$ cat src/rtl/skip_pkg.sv
package skip_pkg;

   // Word geometry, LSB-indexed positions inside a 12-bit operate word
   localparam int unsigned OPW       = 12;
   localparam int unsigned OPC_HI    = 11;
   localparam int unsigned OPC_LO    = 9;
   localparam int unsigned GRP_HI    = 8;   // 1 for groups two and three
   localparam int unsigned GRP_LO    = 0;   // 0 for group two, 1 for group three
   localparam int unsigned B_CLR     = 7;
   localparam int unsigned B_NEG     = 6;
   localparam int unsigned B_ZER     = 5;
   localparam int unsigned B_LNK     = 4;
   localparam int unsigned B_SENSE   = 3;
   localparam int unsigned B_SWOR    = 2;
   localparam int unsigned B_HALT    = 1;

   localparam logic [2:0] OPC_OPERATE = 3'b111;

   typedef struct packed {
      logic clr;
      logic t_neg;
      logic t_zero;
      logic t_link;
      logic sense;
      logic sw_or;
      logic hlt;
   } opr2_ctl_t;

endpackage

$ cat src/rtl/skip_decode.sv
module skip_decode
   import skip_pkg::*;
#(
   parameter int unsigned WORD_W = 12
) (
   input  logic [WORD_W-1:0] word,
   output logic              is_g2,
   output logic              is_g3,
   output opr2_ctl_t         ctl
);

   initial begin
      if (WORD_W != OPW)
         $error("skip_decode: WORD_W must be %0d", OPW);
   end

   logic opr_hit;

   always_comb begin
      opr_hit    = (word[OPC_HI:OPC_LO] == OPC_OPERATE) && word[GRP_HI];
      is_g2      = opr_hit && !word[GRP_LO];
      is_g3      = opr_hit &&  word[GRP_LO];
      ctl.clr    = word[B_CLR];
      ctl.t_neg  = word[B_NEG];
      ctl.t_zero = word[B_ZER];
      ctl.t_link = word[B_LNK];
      ctl.sense  = word[B_SENSE];
      ctl.sw_or  = word[B_SWOR];
      ctl.hlt    = word[B_HALT];
   end

endmodule

$ cat src/rtl/skip_cond.sv
module skip_cond
   import skip_pkg::*;
#(
   parameter int unsigned DATA_W = 12
) (
   input  opr2_ctl_t         ctl,
   input  logic [DATA_W-1:0] acc,
   input  logic              lnk,
   output logic              take
);

   initial begin
      if (DATA_W < 2)
         $error("skip_cond: DATA_W must be at least 2");
   end

   logic is_neg;
   logic is_zero;
   logic any_hit;

   always_comb begin
      is_neg  = acc[DATA_W-1];
      is_zero = (acc == '0);
      any_hit = (ctl.t_neg  && is_neg)
              | (ctl.t_zero && is_zero)
              | (ctl.t_link && lnk);
      // sense bit flips the OR of tests into the AND of their complements
      take    = ctl.sense ^ any_hit;
   end

endmodule

$ cat src/rtl/skip_acc.sv
module skip_acc
   import skip_pkg::*;
#(
   parameter int unsigned DATA_W = 12
) (
   input  opr2_ctl_t         ctl,
   input  logic [DATA_W-1:0] acc,
   input  logic [DATA_W-1:0] sw,
   output logic [DATA_W-1:0] acc_new
);

   logic [DATA_W-1:0] after_clr;

   always_comb begin
      after_clr = ctl.clr   ? '0 : acc;
      acc_new   = ctl.sw_or ? (after_clr | sw) : after_clr;
   end

endmodule

$ cat src/rtl/skip_eval.sv
module skip_eval
   import skip_pkg::*;
#(
   parameter int unsigned WORD_W  = 12,
   parameter int unsigned DATA_W  = 12,
   parameter bit          REG_OUT = 1'b1
) (
   input  logic              clk,
   input  logic              rst_n,
   input  logic              in_valid,
   input  logic [WORD_W-1:0] instr,
   input  logic [DATA_W-1:0] ac_in,
   input  logic              link_in,
   input  logic [DATA_W-1:0] sw_in,
   output logic              out_valid,
   output logic              skip,
   output logic [DATA_W-1:0] ac_out,
   output logic              halt,
   output logic              grp3_flag
);

   initial begin
      if (WORD_W != OPW)
         $error("skip_eval: WORD_W must be %0d", OPW);
      if (DATA_W < 2)
         $error("skip_eval: DATA_W must be at least 2");
   end

   logic              g2;
   logic              g3;
   opr2_ctl_t         ctl;
   logic              take_raw;
   logic [DATA_W-1:0] acc_raw;

   logic              nx_skip;
   logic              nx_halt;
   logic              nx_g3;
   logic [DATA_W-1:0] nx_acc;

   skip_decode #(.WORD_W(WORD_W)) u_dec (
      .word  (instr),
      .is_g2 (g2),
      .is_g3 (g3),
      .ctl   (ctl)
   );

   skip_cond #(.DATA_W(DATA_W)) u_cond (
      .ctl  (ctl),
      .acc  (ac_in),
      .lnk  (link_in),
      .take (take_raw)
   );

   skip_acc #(.DATA_W(DATA_W)) u_acc (
      .ctl     (ctl),
      .acc     (ac_in),
      .sw      (sw_in),
      .acc_new (acc_raw)
   );

   always_comb begin
      nx_skip = in_valid && g2 && take_raw;
      nx_halt = in_valid && g2 && ctl.hlt;
      nx_g3   = in_valid && g3;
      if (!in_valid)
         nx_acc = '0;
      else if (g2)
         nx_acc = acc_raw;
      else
         nx_acc = ac_in;
   end

   generate
      if (REG_OUT) begin : g_reg
         always_ff @(posedge clk or negedge rst_n) begin
            if (!rst_n) begin
               out_valid <= 1'b0;
               skip      <= 1'b0;
               halt      <= 1'b0;
               grp3_flag <= 1'b0;
               ac_out    <= '0;
            end else begin
               out_valid <= in_valid;
               skip      <= nx_skip;
               halt      <= nx_halt;
               grp3_flag <= nx_g3;
               ac_out    <= nx_acc;
            end
         end
      end else begin : g_comb
         always_comb begin
            out_valid = in_valid;
            skip      = nx_skip;
            halt      = nx_halt;
            grp3_flag = nx_g3;
            ac_out    = nx_acc;
         end
      end
   endgenerate

endmodule

$ cat config.mk
export PLATFORM = sky130hd
export DESIGN_NAME = skip_eval
export DESIGN_NICKNAME = d
export VERILOG_FILES = /design/src/rtl/skip_pkg.sv /design/src/rtl/skip_decode.sv /design/src/rtl/skip_cond.sv /design/src/rtl/skip_acc.sv /design/src/rtl/skip_eval.sv
export SDC_FILE = /design/constraint.sdc
export NUM_CORES = 1
export LEC_CHECK = 0
export BUFFER_PORTS_ARGS = -buffer_cell sky130_fd_sc_hd__buf_2
export CELL_PAD_IN_SITES_DETAIL_PLACEMENT = 0
export CELL_PAD_IN_SITES_GLOBAL_PLACEMENT = 2
export CORE_ASPECT_RATIO = 0.6
export CORE_UTILIZATION = 26
export DETAILED_ROUTE_END_ITERATION = 10
export GPL_TIMING_DRIVEN = 1
export PLACE_DENSITY_LB_ADDON = 0.1
export SLEW_MARGIN = 30
export SYNTH_ARGS = -nofsm -noshare
export SYNTH_HDL_FRONTEND = slang
export SYNTH_HIERARCHICAL = 1
export SYNTH_SLANG_ARGS = --single-unit
export TNS_END_PERCENT = 100
$ cat constraint.sdc
create_clock -name clk -period 1.1 [get_ports clk]
set_input_delay 0.22 -clock clk [delete_from_list [all_inputs] [get_ports clk]]
set_output_delay 0.22 -clock clk [all_outputs]
set_load 0.1 [all_outputs]
==> impl_metrics.yaml, run 1 <==
status:
  outcome: "finished with violations"
  violations: "setup timing"
global_routing:
  grt_pass1_vias: 851
  antenna_found_initial: 0
  grtUsageTotal_pct: 12.8
  grt_first_pass_wirelength_um: 4160
  globalRouteOverflowTotal: 0
  grt_max_degree: 17
sta:
  finalHoldViolCount: 0
  fin_crit_sh_pct: 106
  relSlewSlack_pct: 76.9
  worst_slack_ns: -0.0669
  fin_crit_ns: 1.17
  worst_pin_slew_ns: 0.347
  maxSlewViolCount: 0
  rsz0062_at_grt: "yes"
  finalSetupTns_ns: -0.0669
  setup_viol: 1
  hold_ws_ns: 0.229
  fmax_ghz: 0.857
floorplanning:
  fp-row-count: 17
  dieArea_um2: 4250
  die_y_um: 50.9
  die_x_um: 83.5
  ios: 56
  initial_core_util_pct: 27.7
  core_area_um2: 3740
layout:
  final_cell_mix: "36 x buf_2, 17 x buf_12, 17 x buf_4"
  area_growth_pct: 72.3
  drive_gt1_share_pct: 63.4
  final_nets: 216
  final_common_cell: "buf_2"
  antenna_cells: 0
setup_path:
  path_class: "in -> reg"
  cp_cell_sequence: "buf_8 > nor4_4 > nand3_2 > nor4b_2 > and4b_1 > and3_4"
  path_buf_inv: 1
  arrival_ns: 1.30
  max_stage_delay_ns: 0.28
  cp_top_family: "simple AND/OR/NAND/NOR gates"
  required_ns: 1.23
  start_kind: "input pin"
  critPathSlowestCell: "nor4_4"
  critPathCaptureType: "flip-flop"
  worstPathMaxFanout: 2
logic_synthesis:
  ys_seq_area_share_pct: 38.6
  synthAdderAreaFrac_pct: 0
  synth.distinct_cells: 23
  synth_xor_area_share_pct: 0
  synth_ff_type: "dfrtp_1"
  synth_edf_count: 0
  synth_top_family_by_area: "simple AND/OR/NAND/NOR gates"
  syn-cell-area_um2: 1040
  muxShareOfSynthArea_pct: 11.6
  synth_nets: 149
  syn_area_per_cell_um2: 9.52
  synth_compound_area_share_pct: 11.7
  synth-seq-cells: 16
  synthSimpleGateAreaFrac_pct: 22.8
  syn_inst: 109
  ys_async_sr_fraction_pct: 100
  yosysWarningCount: 6
placement:
  dp_hpwl_um: 2130
  place_congestion: 0.765
  dpl_worst_slack_ns: -0.452
  io_buffers: 55
routing:
  dr.pass1.iters: 4
  ant_nets: 0
  totalWireLength_um: 2570
  initialDrtViolationCount: 54
  wl_per_cell_um: 11.6
  drt-vias-per-instance: 4.08
  num_vias: 905
  drc: 0
run:
  cap_violations: 0
clock_network:
  cts.sinks: 16
  clk_pin_slew_ns: 0.05
  cts-buffers-inserted: 3
  htree_num_levels: 1
  cts-root-buf: "clkbuf_8"
  cts_buffer_depth: 2
  cts_tree: "yes"
power:
  p_leak_nw: 0.832
  ir_drop_mv: 0.501
  p_per_area_nw_per_um2: 957
hold_path:
  hold_path.class: "in -> reg"
## power breakdown
group	internal, W	total [W]	leakage, nW	switching, W
combinational	0.000267	0.000629	0.621	0.000362
clock	0.000256	0.000436	0.0228	0.000181
sequential	0.000621	0.000644	0.188	0.0000232
total	0.00114	0.00171	0.832	0.000566
## routing by layer
metal	vias to the layer above	share of wire (%)	wire length (um)	track usage [%]
met5	-	0	0	0
met1	395	54	1380	19.1
met3	2	5.3	135	2.58
met2	26	40	1040	18.0
met4	0	0.58	15	5.08
li1	482	-	-	-
## flip-flops by register name, summed over array words and instances (netlist names)
name	cells
skip	1
out_valid	1
ac_out	12
halt	1
grp3_flag	1
## path summary, 6_finish.rpt
kind	cells after the start	to	slack [ns]	startpoint
setup / recovery	6	skip	-0.07	ac_in[0]
hold / removal	1	out_valid	0.23	in_valid
max in group asynchronous	2	ac_out[8]	0.41	rst_n
min in group asynchronous	2	ac_out[2]	0.41	rst_n
## cells in the mapped netlist, drive strengths merged (2+ instances only)
| library cell | n | area [um^2] |
|---|---|---|
| inv | 13 | 48.8 |
| o21ai | 13 | 103 |
| nor2b | 12 | 75.1 |
| nor2 | 2 | 7.51 |
| nor3b | 2 | 15.0 |
| dfrtp | 16 | 400 |
| mux2i | 12 | 120 |
| and3 | 2 | 15.0 |
| nor4 | 2 | 25.0 |
| nand2 | 15 | 56.3 |
| buf | 11 | 106 |
## stage by stage
stage | total power (W) | std cells | utilization, % | instance area [um^2]
finish | 0.00171 | 222 | 47.7 | 1790
global route | 0.00179 | 222 | 47.7 | 1790
CTS | 0.00172 | 222 | 47.5 | 1780
detailed placement | 0.00126 | 215 | 44.5 | 1670
global placement | 0.00126 | 215 | 44.5 | 1670
floorplan | 0.000990 | 109 | - | 1070
## layout make-up
class | count | area [um^2]
Clock buffer | 4 | 45.0
Fill cell | 357 | 1960
Inverter | 13 | 48.8
Multi-Input combinational cell | 68 | 519
Sequential cell | 16 | 419
Tap cell | 47 | 58.8
Timing Repair Buffer | 74 | 696
## what timing repair did
| item | CTS | global route |
|---|---|---|
| pin swaps | 4 | 0 |
| hold buffers | 1 | 0 |
| endpoints found under the hold margin | 16 | 0 |
| setup endpoints to repair | 1 | 3 |
| cloned | 0 | 0 |
| buffers inserted | 2 | 0 |
| gates resized for setup | 9 | 3 |
## cells by family (layout without fill, tap and decap cells)
family | count (synthesis) | in the layout
multiplexers | 12 | 12
buffers and inverters | 25 | 91
AND/OR/NAND/NOR | 40 | 40
flip-flops | 16 | 16
AO/OA/AOI/OAI | 16 | 16
Power figures use the tool's default switching activity.
==> run 2, diff against run 1 <==
--- a/config.mk
+++ b/config.mk
@@ -13,6 +13,7 @@
 export DETAILED_ROUTE_END_ITERATION = 10
 export GPL_TIMING_DRIVEN = 1
 export PLACE_DENSITY_LB_ADDON = 0.1
+export SKIP_LAST_GASP = 1
 export SLEW_MARGIN = 30
 export SYNTH_ARGS = -nofsm -noshare
 export SYNTH_HDL_FRONTEND = slang
==> constraint.sdc (replaced) <==
create_clock -name clk -period 1.4 [get_ports clk]
set_input_delay 0.28 -clock clk [delete_from_list [all_inputs] [get_ports clk]]
set_output_delay 0.28 -clock clk [all_outputs]
set_load 0.1 [all_outputs]
==> run 2 against run 1 <==
The run now ends clean. Cell area shrank 21%. Sequential share of layout area grew 4.8 points. Wire length shrank 0.43%. Cell count shrank 3.6%. Core utilization shrank 9.9 points. Die area is the same. Clock power shrank 25%. Non-clock buffer count shrank 7. Global-route usage grew 0.084 points. Critical path depth is the same. Via count shrank 6.7%. Worst setup slack gained 0.15 ns. Critical path type unchanged. Largest cell class is now multi-input gates.
==> impl_metrics.yaml, run 2 (synthesis gave the netlist of run 1 again) <==
status:
  outcome: "complete, no violations"
floorplanning:
  die_x_um: 83.5
  ios: 56
  core_area_um2: 3740
  initial_core_util_pct: 27.7
  die_y_um: 50.9
  dieArea_um2: 4250
  fp-row-count: 17
placement:
  place_area_um2: 1360
  dp_hpwl_um: 2050
  dpl.cell_count: 210
  io_buffers: 55
  place_congestion: 0.715
  dpl_worst_slack_ns: -0.227
clock_network:
  cts_setup_buffers: 0
  cts_buffer_depth: 2
  clk_pin_slew_ns: 0.06
  cts.sinks: 16
  cts_tree: "yes"
  cts-buffers-inserted: 3
  cts-root-buf: "clkbuf_8"
  htree_num_levels: 1
routing:
  drt-vias-per-instance: 3.94
  routed-wl-met3_um: 169
  num_vias: 844
  wl_met2_um: 915
  wl_per_cell_um: 11.9
  drc: 0
  initialDrtViolationCount: 32
  dr.pass1.iters: 4
  top_layer: "met3"
  wl_met1_um: 1470
  totalWireLength_um: 2560
  ant_nets: 0
global_routing:
  globalRouteOverflowTotal: 0
  grtUsageTotal_pct: 12.9
  antenna_found_initial: 0
  grt_first_pass_wirelength_um: 4210
  grt_max_degree: 17
  grt_pass1_vias: 878
sta:
  rsz0062_at_grt: "no"
  fin_crit_sh_pct: 94.0
  fmax_ghz: 0.760
  worst_pin_slew_ns: 0.491
  worst_slack_ns: 0.0846
  finalHoldViolCount: 0
  setup_viol: 0
  maxSlewViolCount: 0
  fin_crit_ns: 1.32
  relSlewSlack_pct: 67.5
  finalSetupTns_ns: 0
layout:
  area_growth_pct: 36.6
  drive_gt1_share_pct: 50.3
  fill_cells: 400
  largest-register: "ac_out"
  stdcell_area_um2: 1420
  final_common_cell: "buf_2"
  largest_register_ff_count: 12
  final_cells: 214
  antenna_cells: 0
  final_nets: 209
  final_cell_mix: "55 x buf_2, 16 x dfrtp_1, 15 x nand2_1"
hold_path:
  hold_path.class: "in -> reg"
power:
  finalPower_w: 0.00121
  ir_drop_mv: 0.507
  p_leak_nw: 0.743
  p_per_area_nw_per_um2: 857
setup_path:
  start_kind: "input pin"
  arrival_ns: 1.45
  critPathCaptureType: "flip-flop"
  worstPathMaxFanout: 2
  required_ns: 1.53
  path_class: "in -> reg"
run:
  cap_violations: 0
run 2: cell count changes in the layout (fill, tap and decap cells not counted), moves of 2 or more:
cell / before / now
buf_12: 17 / 1
buf_2: 36 / 55
buf_4: 17 / 10
buf_6: 2 / 0
dfrtp_1: 1 / 16
dfrtp_2: 15 / 0
mux2i_1: 10 / 12
mux2i_2: 2 / 0
run 2: critical path: stages:
cell and delay (ns):
buf_2 0.12, nor4_4 0.26, nand3_1 0.15, nor4b_2 0.22
and4b_1 0.21, and3_2 0.20
run 2: path summary, 6_finish.rpt:
check / startpoint / to / slack [ns] / depth (start not counted)
setup / recovery: ac_in[3] / skip / 0.08 / 6
min in group asynchronous: rst_n / ac_out[6] / 0.47 / 2
hold / removal: in_valid / out_valid / 0.28 / 1
max in group asynchronous: rst_n / ac_out[1] / 0.67 / 2
run 2: timing repair:
action                                  4_1_cts  5_1_grt
hold endpoints to repair                     16        0
endpoints found under the setup margin        0        1
resized for setup                             0        1
hold buffers                                  1        0
run 2: final cells by class:
type	count	area (um^2)	share of cell area [%]
flip-flops and latches	16	400	28.3
inverters	13	48.8	3.45
multi-input cells	68	487	34.4
repair buffers	67	380	26.9
well taps	47	58.8	4.15
clock buffers	3	41.3	2.92
run 2: metal layers:
layer | up-vias | GRT usage (%)
met5 | - | 0
met1 | 346 | 20.4
met4 | 0 | 2.54
li1 | 465 | -
met2 | 33 | 17.3
met3 | 0 | 3.07
run 2: stage by stage:
stage	utilization (%)	hold slack, ns
final	37.8	0.285
after CTS	37.6	0.283
after detailed placement	36.2	0.208
after global routing	37.8	0.287
after floorplan	-	-0.0156
after global placement	36.2	0.201
run 2: power breakdown:
part | internal [W] | leakage, nW | total [W] | switching, W
Clock | 0.000190 | 0.0216 | 0.000328 | 0.000138
Combinational | 0.000121 | 0.513 | 0.000398 | 0.000276
Sequential | 0.000484 | 0.208 | 0.000489 | 0.00000519
Total | 0.000795 | 0.743 | 0.00121 | 0.000419
